`config.mk`:
```
export PLATFORM = sky130hd
export DESIGN_NAME = cos_input_port
export DESIGN_NICKNAME = d
export VERILOG_FILES = /design/src/rtl/cos_input_port.sv
export SDC_FILE = /design/constraint.sdc
export NUM_CORES = 1
export LEC_CHECK = 0
export ABC_AREA = 1
export BUFFER_PORTS_ARGS = -buffer_cell sky130_fd_sc_hd__buf_2
export CAP_MARGIN = 20
export CORE_MARGIN = 4
export CORE_UTILIZATION = 25
export CTS_BUF_LIST = sky130_fd_sc_hd__clkbuf_2
export DETAILED_ROUTE_END_ITERATION = 8
export PLACE_DENSITY = 0.48
export SLEW_MARGIN = 40
export SYNTH_ARGS = -nofsm -noshare
export SYNTH_HDL_FRONTEND = slang
export SYNTH_SLANG_ARGS = --single-unit
```
`constraint.sdc`:
```
create_clock -name clk -period 2.15 [get_ports clk]
set_input_delay 0.5375 -clock clk [delete_from_list [all_inputs] [get_ports clk]]
set_output_delay 0.5375 -clock clk [all_outputs]
set_load 0.05 [all_outputs]
```
`src/rtl/cos_input_port.sv`:
```
module cos_input_port #(
  parameter int GROUPS = 6,
  parameter int GW = 8
) (
  input  logic                 clk,
  input  logic                 rst_n,
  input  logic [GROUPS*GW-1:0] din,
  input  logic [2:0]           addr,
  input  logic                 rd_en,
  input  logic                 wr_en,
  input  logic [7:0]           wdata,
  output logic [7:0]           rdata,
  output logic                 irq
);
  localparam int W = GROUPS * GW;
  localparam logic [2:0] CTRL = 3'd7;

  logic [W-1:0] meta, sync, prev;
  logic [GROUPS-1:0] en, flags, chg, flags_d, wmask;
  logic rd_ctrl, wr_ctrl;

  assign rd_ctrl = rd_en && addr == CTRL;
  assign wr_ctrl = wr_en && addr == CTRL;

  always_ff @(posedge clk) begin
    if (!rst_n) begin
      meta <= '0;
      sync <= '0;
      prev <= '0;
    end else begin
      meta <= din;
      sync <= meta;
      prev <= sync;
    end
  end

  genvar g;
  generate
    for (g = 0; g < GROUPS; g++) begin : g_grp
      assign chg[g] = |(sync[g*GW +: GW] ^ prev[g*GW +: GW]);
    end
  endgenerate

  assign wmask   = wr_ctrl ? wdata[GROUPS-1:0] : '1;
  assign flags_d = (((rd_ctrl ? '0 : flags) | chg) & en) & wmask;

  always_ff @(posedge clk) begin
    if (!rst_n) begin
      en    <= '0;
      flags <= '0;
    end else begin
      flags <= flags_d;
      if (wr_ctrl) en <= wdata[GROUPS-1:0];
    end
  end

  assign irq = |flags;

  always_comb begin
    rdata = 8'h00;
    if (addr == CTRL) begin
      rdata[GROUPS-1:0] = flags;
      rdata[6] = ~irq;
    end else begin
      for (int i = 0; i < GROUPS; i++)
        if ({29'd0, addr} == ((i < 3) ? i : i + 1))
          rdata = 8'(sync[i*GW +: GW]);
    end
  end
endmodule


```
==> results of run 1 <==
[logic make-up after synthesis]
family                 synth area share [%]
buffers and inverters                  14.1
flip-flops                             54.3
AND/OR/NAND/NOR                        25.6
XOR/XNOR                               3.96
AO/OA/AOI/OAI                          2.00
[synth_stat cells, types with 2 or more instances]
cell type  number
nand2_1       234
inv_1         185
dfxtp_1       156
nor2_1         48
nand3_1        30
xor2_1         26
nand4_1        24
clkbuf_1       16
a21oi_1        10
or2_2           8
inv_2           6
buf_2           5
a21oi_2         4
o21ai_1         4
nand2_2         2
nand3_2         2
nor2_4          2
o21ai_0         2
[worst max-delay path by stage]
stage | end | slack (ns) | from
after global placement | rdata[7] | -0.06 | addr[0]
after CTS | rdata[5] | -0.33 | sync[21]
after floorplan | rdata[7] | 0.06 | addr[1]
final | rdata[5] | -0.19 | sync[21]
after detailed placement | rdata[7] | -0.07 | addr[0]
after global routing | rdata[5] | -0.33 | sync[21]
[worst reg2reg max path: stages, from the launching register on]
cell and delay [ns]:
dfxtp_2 0.38, or2_2 0.29, a21oi_1 0.13, nand2_1 0.07
nor2_1 0.17, nor2_1 0.05
[registers in the layout, indices dropped and copies added (netlist names)]
register  count
flags         6
meta         48
en            6
prev         48
sync         48
[power by group]
group	leakage (nW)	total, mW	internal [mW]	switching, mW
sequential	1.30	3.08	3.01	0.0661
clock	0.126	1.52	0.436	1.08
combinational	3.00	0.552	0.266	0.286
total	4.43	5.15	3.71	1.43
[layer usage]
| metal | share of wire, % | vias to the layer above | global-route usage, % | wire, um |
|---|---|---|---|---|
| met3 | 3.6 | 20 | 2.89 | 450 |
| li1 | - | 2509 | - | - |
| met1 | 49 | 1907 | 12.7 | 6150 |
| met4 | 2.7 | 0 | 4.62 | 339 |
| met2 | 44 | 69 | 15.7 | 5510 |
| met5 | 0 | - | 0 | 0 |
[final cells by class]
| class | instances | area (um^2) |
|---|---|---|
| antenna | 1 | 2.50 |
| clock buffer | 17 | 85.1 |
| clock inverter | 15 | 139 |
| fill | 2410 | 15000 |
| inverter | 191 | 717 |
| multi-input combinational | 397 | 1920 |
| sequential | 156 | 3170 |
| tap | 285 | 357 |
| timing repair buffer | 151 | 1220 |
[stage by stage]
stage          utilization [%]  hold WS (ns)  area (um^2)  cells  total power, mW
3_5_place_dp              28.8         0.397         6520   1111             3.58
2_1_floorplan                -         0.390         5750    766             3.41
3_3_place_gp              28.8         0.398         6520   1111             3.58
4_1_cts                   33.3        0.0920         7540   1209             5.25
6_report                  33.6         0.188         7610   1213             5.15
5_1_grt                   33.6         0.122         7610   1213             5.45
[repair_timing]
item / in CTS / in global routing
gates resized for setup: 66 / 12
cloned: 0 / 0
endpoints found under the hold margin: 54 / 0
pin swaps: 17 / 11
hold buffers: 54 / 0
setup endpoints to repair: 9 / 9
setup buffers: 12 / 3
==> reports/metrics.csv, run 1 <==
stage,metric,value,unit
outcome,status,finished with violations,
outcome,failing checks,negative setup slack,
timing,Post-Route Skew,0.0229,ns
floorplanning,starting density of the core,25.4,%
clock_tree,CTS H-tree depth,4,
min_path,WHS Endpoint,meta[40],
place,HPWL Detailed,8600,um
critical_path,critical path class,register to primary output,
timing,Final Hold Viols,0,
timing,Final Max Slew Viols,0,
timing,worst-margin pin slew,0.475,ns
power,peak supply drop,0.000253,V
clock_tree,clock slew at reported path FFs,0.22,ns
floorplanning,Rows,55,
yosys,Synth area leader,dfxtp_1,
critical_path,WP data arrival,1.81,ns
yosys,Area contributors post-synth,"dfxtp_1 (54%), nand2_1 (15%), inv_1 (12%)",
timing,fmax,426,MHz
global_route,Total GRT Usage,9.97,%
floorplanning,Core Box Area,0.0226,mm^2
min_path,hold path start,rst_n,
yosys,Synth Warn #,0,
timing,setup_tns,-1.16,ns
power,Leak,4.43,nW
place,placer's final routability congestion estimate,0.823,
route,1st-iter DRT viols,230,
yosys,Yosys cell types,20,
layout,fin nets,977,
route,WL final,12500,um
critical_path,Crit path depth,5,
min_path,WHS Path Cells,3,
clock_tree,Sink Count,156,
yosys,Mapped Cells,766,
layout,share of layout cells above drive strength 1,22.1,%
timing,final cycle utilization of the critical path,109,%
critical_path,crit-path max cell delay,0.40,ns
timing,Setup-failing EPs final,8,
global_route,initial antenna violation count,1,
critical_path,r2r startpoint,sync[13],
timing,Slew Limit Headroom,68.3,%
floorplanning,DIE AREA,0.0255,mm^2
min_path,worst hold path class,input port to register,
yosys,Synth Cell Area,0.00575,mm^2
critical_path,FF-to-FF End,flags[1],
yosys,"Seq/Total Area, Yosys",54.3,%
yosys,Syn Nets,829,
global_route,largest net degree at the start of global routing,57,
timing,min cycle time layout,2.34,ns
critical_path,r2r worst-path depth,5,
clock_tree,CTS Root Cell,clkbuf_2,
floorplanning,chip width,160,um
layout,"commonest non-fill, non-tap cells in the layout","nand2_1 (234), inv_1 (185), dfxtp_1 (127)",
critical_path,worst path required time,1.61,ns
layout,Area growth syn-to-layout,32.5,%
clock_tree,CTS tree,built,
layout,"commonest non-fill, non-tap cell in the layout",nand2_1,
timing,RSZ-0062 raised after global routing,yes,
global_route,global route overflow,0,
critical_path,Worst path most repeated cell,nand4_1,
global_route,vias in the first global route,4233,
global_route,first-pass GRT wire length,20300,um
place,Port Buffers,69,
critical_path,"Critical Path, Cell by Cell",nand4_1 > nand3_2 > nor2_2 > nand4_1 > buf_6,
critical_path,"CP delay by family, top",simple AND/OR/NAND/NOR gates,
yosys,Synth Flop Type,dfxtp_1,
route,drt wl/cell,10.3,um
floorplanning,I/O pin cnt,72,
place,pre-CTS WS,-0.0734,ns
yosys,fraction of registers with async set or reset after synthesis,0,%
critical_path,Worst setup SP type,register,
yosys,"FF+latch count, synth",156,
critical_path,Slowest cell on crit path,dfxtp_2,
route,routed vias,4505,
critical_path,Crit. End Element,primary output,
timing,final setup margin,-0.195,ns
power,Pwr Density,676,mW/mm^2
clock_tree,Num CTS Buffers,17,
critical_path,worst path bufs/invs,1,
floorplanning,Die Ht,160,um
yosys,Syn Area/Cell,7.50,um^2
yosys,Post-synth EDFFs,0,
critical_path,flop2flop setup slack,0.97,ns
route,DRC violations left,0,
critical_path,worst-path fanout max,4,
run,max-cap violations,0,
route,DR pass1 iterations,4,
yosys,share of the synthesized area in the top cell type,54.3,%
route,DR vias/cell,3.71,
clock_tree,clk buf depth,2,
route,final antenna-violating net count,0,
clock_tree,clk_lat worst skew,0.73,ns
(Power assumes the default switching activity.)
==> inputs of run 2 (changes only) <==
MAX_ROUTING_LAYER = met4   (was unset)
==> run 2 against run 1 <==
  * The flow still finishes with violations (negative setup slack)
  * Critical endpoint is now rdata[6]
  * Worst setup slack better by 0.0072 ns
  * Clock power hardly changed
  * Non-clock buffer count stayed put
  * Final area is 0.16% higher
  * Wire length is 0.27% higher
  * Clock skew is 0.0024 ns lower
  * Cell count stayed put
  * Sequential power hardly changed
  * Sequential cell count stayed put
  * Global-route usage is 0.29 points higher
  * Combinational power hardly changed
==> reports/metrics.csv, run 2 (synthesized netlist as in run 1, its figures left out) <==
stage,metric,value,unit,change
outcome,status,finished with violations,,
outcome,failing checks,negative setup slack,,
timing,Setup-failing EPs final,8,,unchanged
route,DR vias/cell,3.72,,+0.29%
floorplanning,Core Box Area,0.0226,mm^2,unchanged
power,peak supply drop,0.000256,V,+1.4%
critical_path,crit-path max cell delay,0.39,ns,about the same
global_route,vias in the first global route,4229,,-0.094%
critical_path,Crit. End Element,primary output,,
route,DRC violations left,0,,unchanged
route,wire length on met1,6210,um,+1.0%
route,WL final,12500,um,+0.27%
route,DR pass1 iterations,4,,unchanged
power,combinational power share,10.8,%,about the same
critical_path,"Critical Path, Cell by Cell",nand4_1 > nand3_2 > nor2_2 > nand4_1 > buf_6,,
floorplanning,Rows,55,,unchanged
clock_tree,Sink Count,156,,unchanged
global_route,global route overflow,0,,unchanged
floorplanning,Die Ht,160,um,unchanged
power,Seq pwr share,59.8,%,about the same
critical_path,Worst setup SP type,register,,
place,HPWL Detailed,8600,um,unchanged
clock_tree,CTS Root Cell,clkbuf_2,,
floorplanning,DIE AREA,0.0255,mm^2,unchanged
critical_path,Worst path most repeated cell,nand4_1,,
critical_path,Slowest cell on crit path,dfxtp_2,,
power,Pwr Density,675,mW/mm^2,-0.15%
timing,RSZ-0062 raised after global routing,yes,,
clock_tree,Num CTS Buffers,17,,unchanged
route,routed length on met3,424,um,-5.8%
layout,Area growth syn-to-layout,32.7,%,
global_route,Total GRT Usage,10.3,%,+0.29 points
timing,fmax,428,MHz,+0.31%
route,highest routed layer,met4,,
route,routed vias,4518,,+0.29%
layout,Largest regs,"meta: 48 flops, prev: 48 flops, sync: 48 flops",,
layout,"commonest non-fill, non-tap cell in the layout",nand2_1,,
place,pre-CTS WS,-0.0734,ns,unchanged
timing,worst-margin pin slew,0.464,ns,-0.0111 ns
clock_tree,clk_lat worst skew,0.72,ns,about the same
layout,fin nets,977,,unchanged
power,Leak,4.43,nW,about the same
clock_tree,clock slew at reported path FFs,0.22,ns,about the same
global_route,largest net degree at the start of global routing,57,,unchanged
place,Port Buffers,69,,unchanged
route,drt wl/cell,10.3,um,+0.27%
timing,Final Max Slew Viols,0,,unchanged
route,met2 WL post-DR,5560,um,+0.85%
layout,Non-Filler Instances,1213,,unchanged
critical_path,critical path class,register to primary output,,
route,1st-iter DRT viols,245,,+6.5%
clock_tree,CTS tree,built,,
critical_path,worst path required time,1.61,ns,about the same
global_route,initial antenna violation count,1,,unchanged
timing,Final Hold Viols,0,,unchanged
global_route,first-pass GRT wire length,20300,um,-0.10%
clock_tree,clk buf depth,2,,unchanged
timing,final setup margin,-0.188,ns,+0.00718 ns
run,max-cap violations,0,,unchanged
place,Placed Cells,1111,,unchanged
power,clock share of power,29.5,%,about the same
power,Int Pwr,3.71,mW,about the same
timing,Slew Limit Headroom,69.1,%,+0.74 points
timing,worst hold slack,0.194,ns,+0.00651 ns
layout,"commonest non-fill, non-tap cells in the layout","nand2_1 (234), inv_1 (185), dfxtp_1 (126)",,
power,sw frac,27.9,%,about the same
clock_tree,CTS H-tree depth,4,,unchanged
layout,share of layout cells above drive strength 1,22.2,%,+0.11 points
timing,Post-Route Skew,0.0205,ns,-0.00239 ns
floorplanning,I/O pin cnt,72,,unchanged
critical_path,WP data arrival,1.80,ns,about the same
timing,min cycle time layout,2.34,ns,-0.00718 ns
power,NetSw,1.43,mW,about the same
route,final antenna-violating net count,0,,unchanged
layout,FILL cells,2410,,unchanged
floorplanning,starting density of the core,25.4,%,unchanged
timing,final cycle utilization of the critical path,109,%,-0.33 points
place,placer's final routability congestion estimate,0.835,,+1.5%
critical_path,worst-path fanout max,2,,-2
min_path,worst hold path class,input port to register,,
floorplanning,chip width,160,um,unchanged
run 2: cell counts in the layout (fill, tap and decap cells not counted):
Identical to the previous run, type by type.
run 2: layout make-up:
class	count	area [um^2]	area share [%]
Clock inverter	15	139	1.82
Clock buffer	17	85.1	1.12
Inverter	191	717	9.40
Tap cell	285	357	4.68
Antenna cell	1	2.50	0.0328
Sequential cell	156	3180	41.7
Multi-Input combinational cell	397	1930	25.3
Timing Repair Buffer	151	1220	16.0
run 2: stage by stage:
step | util, % | area (um^2) | power [mW] | setup TNS, ns
floorplan | - | 5750 | 3.41 | 0
global placement | 28.8 | 6520 | 3.58 | -0.189
detailed placement | 28.8 | 6520 | 3.58 | -0.284
CTS | 33.3 | 7540 | 5.25 | -2.31
global route | 33.7 | 7630 | 5.45 | -2.28
finish | 33.7 | 7630 | 5.15 | -1.11
run 2: per-layer routing:
layer / up-vias / global-route usage, %
met4: 0 / 4.62
met1: 1917 / 12.7
met2: 71 / 15.7
met5: - / -
li1: 2511 / -
met3: 19 / 2.76
run 2: final timing paths:
kind	start	to	slack, ns	cells after the start
min	rst_n	meta[45]	0.19	3
max	sync[22]	rdata[6]	-0.19	5
min reg2reg	meta[29]	sync[29]	0.41	2
max reg2reg	sync[13]	flags[1]	0.98	5
run 2: what timing repair did:
| action | in CTS | in global routing |
|---|---|---|
| resized for setup | 66 | 16 |
| hold buffers | 54 | 0 |
| setup buffers | 12 | 3 |
| endpoints found under the setup margin | 9 | 9 |
| pin swaps | 17 | 12 |
| endpoints found under the hold margin | 54 | 0 |
run 2: critical path: cells and delay by family, from the launching register on:
family | cells | cell delay (ns)
flip-flops | 1 | 0.39
buffers and inverters | 1 | 0.20
AND/OR/NAND/NOR | 4 | 0.49
run 2: power by group through the flow:
stage | Clock [mW] | Sequential, mW | Combinational, mW
after floorplan | 0 | 3.11 | 0.292
after global placement | 0 | 3.14 | 0.438
after detailed placement | 0 | 3.14 | 0.442
after CTS | 1.62 | 3.08 | 0.555
after global routing | 1.73 | 3.09 | 0.628
final | 1.52 | 3.08 | 0.554
==> inputs of run 3 (changes only) <==
PLACE_DENSITY = 0.38   (was 0.48)
==> run 3 against run 2 <==
  * The flow still finishes with violations (negative setup slack)
  * Core utilization barely moved
  * Cell count rose by 0.33%
  * Clock power rose by 4%
  * Sequential cell count did not move
  * Critical endpoint is now rdata[5]
  * Largest cell class unchanged
==> reports/metrics.csv, run 3 (synthesized netlist as in run 1, its figures left out) <==
stage,metric,value,unit,change
critical_path,WP data arrival,1.78,ns,-0.02 ns
layout,Reg area,0.00316,mm^2,-0.43%
route,drt wl/cell,10.4,um,+1.3%
route,DR vias/cell,3.75,,+0.66%
timing,worst-margin pin slew,0.442,ns,-0.0222 ns
layout,final core utilization,33.7,%,about the same
timing,Slew Limit Headroom,70.6,%,+1.5 points
layout,"commonest non-fill, non-tap cells in the layout","nand2_1 (234), inv_1 (185), dfxtp_1 (127)",,
floorplanning,Die Ht,160,um,unchanged
critical_path,Crit. End Element,primary output,,
floorplanning,I/O pin cnt,72,,unchanged
floorplanning,Core Box Area,0.0226,mm^2,unchanged
route,DRC violations left,0,,unchanged
timing,final setup margin,-0.170,ns,+0.0183 ns
power,Leak,4.46,nW,+0.69%
floorplanning,chip width,160,um,unchanged
route,DR pass1 iterations,4,,unchanged
route,highest routed layer,met4,,
route,routed vias,4563,,+1.0%
power,Seq pwr share,58.9,%,-0.9 points
clock_tree,clk_lat worst skew,0.71,ns,about the same
layout,share of layout cells above drive strength 1,21.9,%,-0.29 points
layout,Multi-input gate area,0.00190,mm^2,-1.6%
layout,"commonest non-fill, non-tap cell in the layout",nand2_1,,
critical_path,FF-to-FF End,flags[1],,
power,peak supply drop,0.000309,V,+20%
timing,Post-Route Skew,0.0290,ns,+0.00850 ns
critical_path,flop2flop setup slack,0.82,ns,-0.16 ns
global_route,global route overflow,0,,unchanged
timing,Final Max Slew Viols,0,,unchanged
layout,Largest regs,"meta: 48 flops, prev: 48 flops, sync: 48 flops",,
route,met2 WL post-DR,5650,um,+1.6%
place,Port Buffers,69,,unchanged
clock_tree,clk buf depth,2,,unchanged
global_route,largest net degree at the start of global routing,57,,unchanged
outcome,status,finished with violations,,
layout,FILL cells,2458,,+2.0%
clock_tree,CTS Root Cell,clkbuf_2,,
timing,fmax,431,MHz,+0.79%
route,final antenna-violating net count,0,,unchanged
min_path,worst hold path class,input port to register,,
timing,Setup-failing EPs final,8,,unchanged
min_path,hold path start,rst_n,,
floorplanning,Rows,55,,unchanged
critical_path,worst-path fanout max,2,,unchanged
critical_path,Worst setup SP type,register,,
power,Int Pwr,3.76,mW,+1.2%
power,NetSw,1.47,mW,+2.3%
power,sw frac,28.1,%,+0.22 points
global_route,initial antenna violation count,2,,+1
layout,Area growth syn-to-layout,32.7,%,about the same
power,clock share of power,30.3,%,+0.8 points
timing,min cycle time layout,2.32,ns,-0.0183 ns
floorplanning,starting density of the core,25.4,%,unchanged
outcome,failing checks,negative setup slack,,
critical_path,worst path required time,1.61,ns,about the same
layout,fin nets,980,,+0.31%
critical_path,critical path class,register to primary output,,
route,WL final,12700,um,+1.6%
run,max-cap violations,0,,unchanged
timing,RSZ-0062 raised after global routing,yes,,
global_route,vias in the first global route,4327,,+2.3%
clock_tree,CTS tree,built,,
place,placer's final routability congestion estimate,0.812,,-2.7%
route,1st-iter DRT viols,164,,-33%
clock_tree,CTS H-tree depth,4,,unchanged
timing,Final Hold Viols,0,,unchanged
floorplanning,DIE AREA,0.0255,mm^2,unchanged
clock_tree,clock slew at reported path FFs,0.26,ns,+0.04 ns
critical_path,r2r startpoint,sync[13],,
clock_tree,Sink Count,156,,unchanged
route,routed length on met3,378,um,-11%
clock_tree,Num CTS Buffers,17,,unchanged
min_path,WHS Path Cells,3,,unchanged
timing,setup_tns,-1.01,ns,+0.105 ns
timing,final cycle utilization of the critical path,108,%,-0.85 points
place,HPWL Detailed,8940,um,+4.0%
global_route,Total GRT Usage,10.8,%,+0.55 points
global_route,first-pass GRT wire length,21400,um,+5.6%
min_path,WHS Endpoint,sync[2],,
route,wire length on met1,6410,um,+3.2%
power,Pwr Density,685,mW/mm^2,+1.5%
power,combinational power share,10.8,%,about the same
critical_path,r2r worst-path depth,6,,+1
[run 3: cell types whose count changed in the layout (fill, tap and decap cells not counted), sizes merged]
| cell | delta |
|---|---|
| diode | +1 |
| buf | +3 |
| clkbuf | +1 |
| clkinvlp | -3 |
| inv | +2 |
[run 3: worst max-delay path: stages, from the launching register on]
cell	delay [ns]
dfxtp_2	0.39
nand4_1	0.09
nand3_2	0.10
nor2_2	0.12
nand4_1	0.17
buf_6	0.21
[run 3: worst max-delay path by stage]
stage / start / to / slack [ns]
2_1_floorplan: addr[1] / rdata[7] / 0.06
3_3_place_gp: addr[0] / rdata[5] / -0.02
3_5_place_dp: addr[0] / rdata[5] / -0.009
4_1_cts: sync[13] / rdata[5] / -0.33
5_1_grt: sync[13] / rdata[5] / -0.35
6_report: sync[13] / rdata[5] / -0.17
[run 3: power groups by stage]
stage               combinational, mW  sequential [mW]  clock [mW]
floorplan                       0.292             3.11           0
global placement                0.452             3.14           0
detailed placement              0.454             3.14           0
CTS                             0.570             3.08        1.72
global route                    0.639             3.10        1.81
finish                          0.562             3.08        1.58
[run 3: final cells by class]
type                       count  area share [%]
sequential                   156            41.5
antenna                        2          0.0656
clock buffer                  18            1.18
clock inverter                14            1.94
multi-input combinational    397            24.9
timing repair buffer         154            16.4
tap                          285            4.67
inverter                     191            9.40
[run 3: through the flow]
| stage | cell area, um^2 | worst slack [ns] | hold slack (ns) | instances | power (mW) |
|---|---|---|---|---|---|
| after global routing | 7630 | -0.349 | 0.0372 | 1217 | 5.55 |
| final | 7630 | -0.170 | 0.136 | 1217 | 5.23 |
| after floorplan | 5750 | 0.0570 | 0.390 | 766 | 3.41 |
| after global placement | 6550 | -0.0181 | 0.395 | 1114 | 3.59 |
| after CTS | 7600 | -0.333 | 0.00817 | 1215 | 5.37 |
| after detailed placement | 6550 | -0.00940 | 0.397 | 1114 | 3.59 |
[run 3: metal layers]
metal,global-route usage (%),vias up
li1,-,2512
met1,14.1,1971
met2,16.2,68
met3,2.45,12
met4,4.54,0
met5,-,-
[run 3: repair_timing]
item	CTS	global route
gates resized for setup	61	8
buffers inserted	15	0
endpoints found under the setup margin	9	9
hold endpoints to repair	54	0
hold buffers	54	0
pin swaps	8	13
